--- config.mk ---
export PLATFORM = sky130hd
export DESIGN_NAME = chan_transpose_packer
export DESIGN_NICKNAME = d
export VERILOG_FILES = /design/src/rtl/tpk_pkg.sv /design/src/rtl/tpk_datapath.sv /design/src/rtl/tpk_ctrl.sv /design/src/rtl/chan_transpose_packer.sv
export SDC_FILE = /design/constraint.sdc
export NUM_CORES = 1
export LEC_CHECK = 0
export BUFFER_PORTS_ARGS = -buffer_cell sky130_fd_sc_hd__buf_2
export CAP_MARGIN = 20
export CORE_ASPECT_RATIO = 1.5
export CORE_MARGIN = 1
export CORE_UTILIZATION = 43
export CTS_CLUSTER_SIZE = 28
export DETAILED_ROUTE_END_ITERATION = 12
export GPL_TIMING_DRIVEN = 0
export SYNTH_ARGS = -nofsm -noshare
export SYNTH_HDL_FRONTEND = slang
export SYNTH_SLANG_ARGS = --single-unit
--- constraint.sdc ---
create_clock -name clk -period 8.3 [get_ports clk]
set_input_delay 1.245 -clock clk [delete_from_list [all_inputs] [get_ports clk]]
set_output_delay 1.245 -clock clk [all_outputs]
set_load 0.05 [all_outputs]
--- src/rtl/tpk_pkg.sv ---
package tpk_pkg;
  parameter int NUM_CH  = 16;
  parameter int SAMPLES = 16;

  localparam int CH_W   = (NUM_CH > 1) ? $clog2(NUM_CH) : 1;
  localparam int CNT_W  = $clog2(SAMPLES);
  localparam int BYTES  = SAMPLES / 8;
  localparam int BSEL_W = (BYTES > 1) ? $clog2(BYTES) : 1;

  // strobes from control to datapath
  typedef struct packed {
    logic              shiftEn;
    logic              loadBuf;
    logic [CH_W-1:0]   curCh;
    logic [BSEL_W-1:0] byteSel;
  } dpCtrl_t;
endpackage

--- src/rtl/tpk_datapath.sv ---
module tpk_datapath
  import tpk_pkg::*;
(
  input  logic              clk,
  input  logic              rstN,
  input  logic [NUM_CH-1:0] probeIn,
  input  dpCtrl_t           dpCtrl,
  output logic [7:0]        outData
);
  logic [SAMPLES-1:0] capWord [NUM_CH];
  logic [SAMPLES-1:0] sendBuf [NUM_CH];
  logic [SAMPLES-1:0] selWord;

  genvar ch;
  generate
    for (ch = 0; ch < NUM_CH; ch++) begin : g_lane
      logic [SAMPLES-1:0] shifted;
      // newest sample enters at the top, so bit 0 ends up earliest
      assign shifted = {probeIn[ch], capWord[ch][SAMPLES-1:1]};

      always_ff @(posedge clk) begin
        if (!rstN) begin
          capWord[ch] <= '0;
          sendBuf[ch] <= '0;
        end else begin
          if (dpCtrl.shiftEn) capWord[ch] <= shifted;
          if (dpCtrl.loadBuf) sendBuf[ch] <= shifted;
        end
      end
    end
  endgenerate

  assign selWord = sendBuf[dpCtrl.curCh];
  assign outData = selWord[{dpCtrl.byteSel, 3'b000} +: 8];
endmodule

--- src/rtl/tpk_ctrl.sv ---
module tpk_ctrl
  import tpk_pkg::*;
(
  input  logic              clk,
  input  logic              rstN,
  input  logic              captureStart,
  input  logic              captureStop,
  input  logic              sampleStb,
  input  logic [NUM_CH-1:0] chanMask,
  input  logic              outReady,
  output logic              outValid,
  output logic              overflow,
  output logic              capturing,
  output dpCtrl_t           dpCtrl
);
  logic              running;
  logic [NUM_CH-1:0] maskReg;
  logic [NUM_CH-1:0] sendMask;
  logic [CNT_W-1:0]  sampCnt;
  logic              busy;
  logic [CH_W-1:0]   curCh;
  logic [BSEL_W-1:0] byteSel;

  logic              firstFound, nextFound;
  logic [CH_W-1:0]   firstIdx, nextIdx;
  logic              shiftEn, groupDone, fire, lastByte, sendFree;
  logic              loadBuf, dropGroup;

  // lowest enabled channel, and lowest enabled channel above curCh
  always_comb begin
    firstFound = 1'b0;
    firstIdx   = '0;
    nextFound  = 1'b0;
    nextIdx    = '0;
    for (int i = NUM_CH - 1; i >= 0; i--) begin
      if (maskReg[i]) begin
        firstFound = 1'b1;
        firstIdx   = CH_W'(i);
      end
      if (sendMask[i] && (i > int'(curCh))) begin
        nextFound = 1'b1;
        nextIdx   = CH_W'(i);
      end
    end
  end

  assign shiftEn   = running & sampleStb & ~captureStart & ~captureStop;
  assign groupDone = shiftEn & (sampCnt == CNT_W'(SAMPLES - 1));
  assign fire      = busy & outReady;
  assign lastByte  = (byteSel == BSEL_W'(BYTES - 1));
  assign sendFree  = ~busy | (fire & lastByte & ~nextFound);
  assign loadBuf   = groupDone & firstFound & sendFree;
  assign dropGroup = groupDone & firstFound & ~sendFree;

  // capture side
  always_ff @(posedge clk) begin
    if (!rstN) begin
      running  <= 1'b0;
      sampCnt  <= '0;
      maskReg  <= '0;
      overflow <= 1'b0;
    end else begin
      if (!running) maskReg <= chanMask;
      if (captureStart) begin
        running  <= 1'b1;
        sampCnt  <= '0;
        overflow <= 1'b0;
      end else if (captureStop) begin
        running <= 1'b0;
        sampCnt <= '0;
      end else begin
        if (shiftEn) sampCnt <= sampCnt + 1'b1;
        if (dropGroup) overflow <= 1'b1;
      end
    end
  end

  // send side
  always_ff @(posedge clk) begin
    if (!rstN) begin
      busy     <= 1'b0;
      curCh    <= '0;
      byteSel  <= '0;
      sendMask <= '0;
    end else if (loadBuf) begin
      busy     <= 1'b1;
      curCh    <= firstIdx;
      byteSel  <= '0;
      sendMask <= maskReg;
    end else if (fire) begin
      if (!lastByte) begin
        byteSel <= byteSel + 1'b1;
      end else if (nextFound) begin
        curCh   <= nextIdx;
        byteSel <= '0;
      end else begin
        busy <= 1'b0;
      end
    end
  end

  assign outValid       = busy;
  assign capturing      = running;
  assign dpCtrl.shiftEn = shiftEn;
  assign dpCtrl.loadBuf = loadBuf;
  assign dpCtrl.curCh   = curCh;
  assign dpCtrl.byteSel = byteSel;
endmodule

--- src/rtl/chan_transpose_packer.sv ---
module chan_transpose_packer
  import tpk_pkg::*;
(
  input  logic              clk,
  input  logic              rstN,
  input  logic              captureStart,
  input  logic              captureStop,
  input  logic [NUM_CH-1:0] chanMask,
  input  logic              sampleStb,
  input  logic [NUM_CH-1:0] probeIn,
  input  logic              outReady,
  output logic [7:0]        outData,
  output logic              outValid,
  output logic              overflow
);
  dpCtrl_t dpCtrl;
  logic    capturing;

  tpk_ctrl ctrl_i (
    .clk          (clk),
    .rstN         (rstN),
    .captureStart (captureStart),
    .captureStop  (captureStop),
    .sampleStb    (sampleStb),
    .chanMask     (chanMask),
    .outReady     (outReady),
    .outValid     (outValid),
    .overflow     (overflow),
    .capturing    (capturing),
    .dpCtrl       (dpCtrl)
  );

  tpk_datapath dp_i (
    .clk     (clk),
    .rstN    (rstN),
    .probeIn (probeIn),
    .dpCtrl  (dpCtrl),
    .outData (outData)
  );
endmodule

Yosys cells after proc, flatten, opt, wreduce, memory -nomap -nowiden

Memory sizes are Yosys's and may differ from the RTL's. A register that Yosys moved wholly into a read port is not among the register bits.
Index checks and enable logic that the tools add are counted.

Register bits: 44
RAM bits: 512
Bits of input ports: 38
Output and inout bits: 10
Logic and storage cells: 219
Memories: 2

Memories:

| name         | words | width | rd ports | clocked after Yosys merged registers in | write ports | line               | text |
|---|---|---|---|---|---|---|---|
| dp_i.capWord | 16    | 16    | 16       | 0                                       | 16          | tpk_datapath.sv:10 | `logic [SAMPLES-1:0] capWord [NUM_CH];` |
| dp_i.sendBuf | 16    | 16    | 1        | 1                                       | 16          | tpk_datapath.sv:11 | `logic [SAMPLES-1:0] sendBuf [NUM_CH];` |

$add $sub $neg: 2
$lt $le $gt $ge: 15
Equal/unequal tests: 2
Shifts and indexed selects: 1
Muxes and demuxes: 115
Bitwise gates (word level): 49
Reductions and logical operators: 25

Operator list:

| kind                                              | number |
|---|---|
| 2-to-1 mux 16 bit                                 | 32 |
| 2-to-1 mux 4 bit                                  | 37 |
| 2-to-1 mux 1 bit                                  | 46 |
| bitwise OR 1 bit                                  | 33 |
| > comparator 4 bit, first input constant          | 8 |
| > comparator 3 x 4 -> 1 bit, first input constant | 4 |
| variable part select 16 x 5 -> 8 bit              | 1 |
| logical AND 1 bit                                 | 15 |
| AND 1 bit                                         | 10 |
| > comparator 2 x 4 -> 1 bit, first input constant | 2 |
| nonzero test 2 bit                                | 4 |
| inverter 1 bit                                    | 6 |
| AND reduction 3 bit                               | 2 |
| adder 4 x 1 -> 4 bit, second input constant       | 1 |
| == test 4 bit, second input constant              | 1 |
| > comparator 1 x 4 -> 1 bit, first input constant | 1 |
| OR reduction 2 bit                                | 2 |
| OR reduction 3 bit                                | 1 |
| inequality test 2 bit, second input constant      | 1 |
| AND reduction 2 bit                               | 1 |
| adder 1 bit, second input constant                | 1 |

Longest topological paths before layout

Word-level depth: 25
Depth in mapped cells: 10
Mapped depth without buffers: 7

Hierarchy

From an unflattened synthesis, not the netlist that was laid out.

Cells, all modules: 1489
Area total of the unflattened synthesis: 22651.7 µm²

Modules (own cells, without submodules):

| module       | instances | cells an instance | area each (µm²) | sequential area each (µm²) |
|---|---|---|---|---|
| tpk_datapath | 1         | 1210              | 20432.1         | 14894.3 |
| tpk_ctrl     | 1         | 279               | 2219.6          | 860.8 |

Worst setup path before layout

Ideal clock, no wire load.

Kind: input to register
From: input port captureStart
To: memory dp_i.sendBuf[0][0], enable pin
Setup time: 0.628 ns
Arrival: 7.824 ns
Required time: 7.672 ns
Setup slack: -0.152 ns
Stages on the path: 7
Buffers on the path: 2
Path through: nor4bb_1 -> nand4_1 -> a31oi_1 -> nand2b_1 -> buf_2 -> buf_2 -> nand2_1

RTL lines:

| item            | line                       | text |
|---|---|---|
| start, declared | chan_transpose_packer.sv:6 | `input logic captureStart,` |
| end, declared   | tpk_datapath.sv:11         |  |

==> results.json <==
{
  "p_leak_nw": 10.4,
  "hold_start": "ctrl_i.sendMask[3]",
  "fin_crit_ns": 5.34,
  "portBuffers": 46,
  "yosysWarnings": 0,
  "crit_arrival_ns": 4.09,
  "grt_pass1_vias": 13367,
  "cts_sinks": 543,
  "h-tree-depth": 2,
  "synth_ff_type": "edfxtp_1",
  "track_usage": 0.207,
  "ys_ff_latch": 543,
  "path_class": "flip-flop to output port",
  "wl_per_cell_um": 23.9,
  "setup_tns_ns": 0,
  "critPathMostFrequentCell": "mux4_2",
  "cp_max_fo": 10,
  "required_ns": 7.05,
  "drc": 0,
  "cts_resized": 0,
  "cpMaxStageDelayCell": "buf_1",
  "timing.hold.ws_ns": 0.478,
  "crit_chain": "clkbuf_1 -> buf_1 -> mux4_2 -> mux4_2 -> mux2_2 -> buf_2",
  "clock_skew_ns": 0.0136,
  "placed_cells": 2215,
  "die_w_um": 190,
  "setup_viol": 0,
  "finalHoldViolCount": 0,
  "synthCells": 1488,
  "total_power_mw": 5.64,
  "diodes": 0,
  "slew_violations": 0,
  "dp_hpwl_um": 39100,
  "post_cts_buffers": 0,
  "tightest_slew_ns": 1.01,
  "cts_tree": "yes",
  "fin_cells": 2307,
  "reg2reg_slack_ns": 3.96,
  "dp_worst_setup_slack_ns": 3.24,
  "grt_pass1_wl_um": 82800,
  "area_growth_pct": 12.4,
  "holdCritPathClass": "flip-flop to flip-flop",
  "cts_root_buffer": "clkbuf_16",
  "ant_nets": 0,
  "die_area_mm2": 0.0539,
  "seq_area_frac_synth": 0.695,
  "fin_crit_sh": 0.643,
  "start_kind": "flip-flop",
  "wirelength_um": 55100,
  "drtPass1Iterations": 7,
  "vias_per_cell": 5.74,
  "antenna_found_initial": 1,
  "hold_path_depth": 2,
  "die_h_um": 284,
  "slew_headroom": 0.329,
  "synth-async-reset-ratio": 0,
  "syn_area_per_cell_um2": 15.3,
  "clk_path_buf_depth": 3,
  "status": "completed",
  "synth_fp_nets": 1527,
  "ios": 48,
  "max-vdd-ir-drop_mv": 0.156,
  "final_core_util": 0.493,
  "place_area_mm2": 0.0240,
  "max-cap-violations": 0,
  "grt_overflow_total": 0,
  "max_stage_delay_ns": 0.82,
  "hold_end": "ctrl_i.sendMask[3]",
  "clock_latency_ns": 0.57,
  "r2r_cells": 11,
  "synth_edf_count": 496,
  "drive_above_1_share": 0.155,
  "core_mm2": 0.0519,
  "fmax_mhz": 187,
  "rsz0062_at_grt": "false",
  "place.gp.congestion": 0.877,
  "clkTransAtPathRegs_ns": 0.06,
  "num_vias": 13249,
  "grt_max_degree": 105,
  "syn_area_mm2": 0.0228,
  "postCtsHoldBufs": 0,
  "r2r_start": "ctrl_i.curCh[0]",
  "final_nets": 1630,
  "dr.first_iter.drc_count": 1197,
  "endpoint_kind": "output port",
  "cellPowerDensity_mw_per_mm2": 220,
  "synth_cell_types": 57,
  "r2r_end": "dp_i.sendBuf[4][5]",
  "finalWorstSetupSlack_ns": 2.96,
  "final_area_mm2": 0.0256,
  "num_rows": 102,
  "initial_core_util": 0.438,
  "cts-buffers-inserted": 50
}
## cell usage after synthesis, types with 4 or more instances
library cell	count	share of area
inv_1	8	0.0013
nor2b_1	20	0.0055
edfxtp_1	496	0.65
nor3_1	4	0.00088
mux2_2	8	0.0040
nor2_1	18	0.0030
mux2i_1	18	0.0079
o21ai_0	8	0.0018
dfxtp_1	47	0.041
clkbuf_1	102	0.017
buf_1	11	0.0018
a31oi_1	9	0.0025
mux4_2	80	0.079
and3_1	496	0.14
nand2_1	34	0.0056
a21boi_1	11	0.0036
a21boi_0	6	0.0020
a21oi_1	12	0.0026
nand2b_1	8	0.0022
buf_2	30	0.0066
## critical path, delay by kind of cell, from the launching register on
kind,cells,cell delay (ns)
flops,1,0.32
buf+inv,3,1.66
mux,3,1.54
## layer usage
metal  wire length [um]  global-route usage
met1              21400               0.259
met2              28100               0.353
met3               3150              0.0312
met4               2360              0.0925
met5                 13                   0
## logic make-up after synthesis
logic type      share of synthesized area
simple gates                        0.161
flops                               0.695
buf+inv                            0.0272
mux                                0.0910
compound gates                     0.0241
xor+xnor                          0.00115
fa+ha+maj                        0.000549
## report_power, final
| part | switching (mW) | internal [mW] |
|---|---|---|
| Combinational | 0.151 | 0.0683 |
| Clock | 1.00 | 1.26 |
| Sequential | 0.0589 | 3.10 |
## layout make-up
cell class	instances	area, um2
Clock inverter	29	258
Sequential cell	543	15800
Multi-Input combinational cell	792	6340
Timing Repair Buffer	51	368
Fill cell	4367	26400
Clock buffer	63	1320
Tap cell	676	846
Inverter	8	30.0
Buffer	145	589
## sequential cells by signal, indices dropped and copies added, names as in the netlist, 4 cells and up, named ones only
register,count
ctrl_i.maskReg,16
ctrl_i.curCh,4
ctrl_i.sampCnt,4
dp_i.sendBuf,256
ctrl_i.sendMask,15
dp_i.capWord,240
## worst max-delay path by stage
stage	to	slack [ns]	depth (start not counted)
after floorplan	dp_i.sendBuf[0][0]	2.32	7
after global placement	dp_i.sendBuf[4][6]	0.14	8
after global routing	outData[1]	2.73	6
final	outData[1]	2.96	6
after CTS	outData[0]	2.84	6
after detailed placement	dp_i.sendBuf[7][6]	3.24	10
## placed cells by master, fill, tap and decap left out, types with 3 or more instances in the layout
cell,synthesis,layout
clkbuf_1,102,114
nor3b_1,3,3
nand3_1,3,3
nor2b_1,20,20
and3_1,496,496
a22oi_1,3,3
buf_2,30,76
a21oi_1,12,12
mux2_2,8,8
edfxtp_1,496,496
inv_6,0,3
nor4_1,3,3
buf_16,0,5
a21boi_0,6,6
inv_1,8,8
bufinv_16,0,4
nand2b_1,8,7
nor3_1,4,4
clkinv_2,0,8
nor2_1,18,18
mux2i_1,18,18
o22ai_1,3,3
a21boi_1,11,11
dfxtp_1,47,47
a31oi_1,9,9
clkbuf_16,0,51
mux4_2,80,80
clkinv_1,0,10
o21a_1,3,3
o21ai_0,8,8
nand2_1,34,33
clkinv_4,0,3
buf_1,11,11
(Power assumes the default switching activity.)
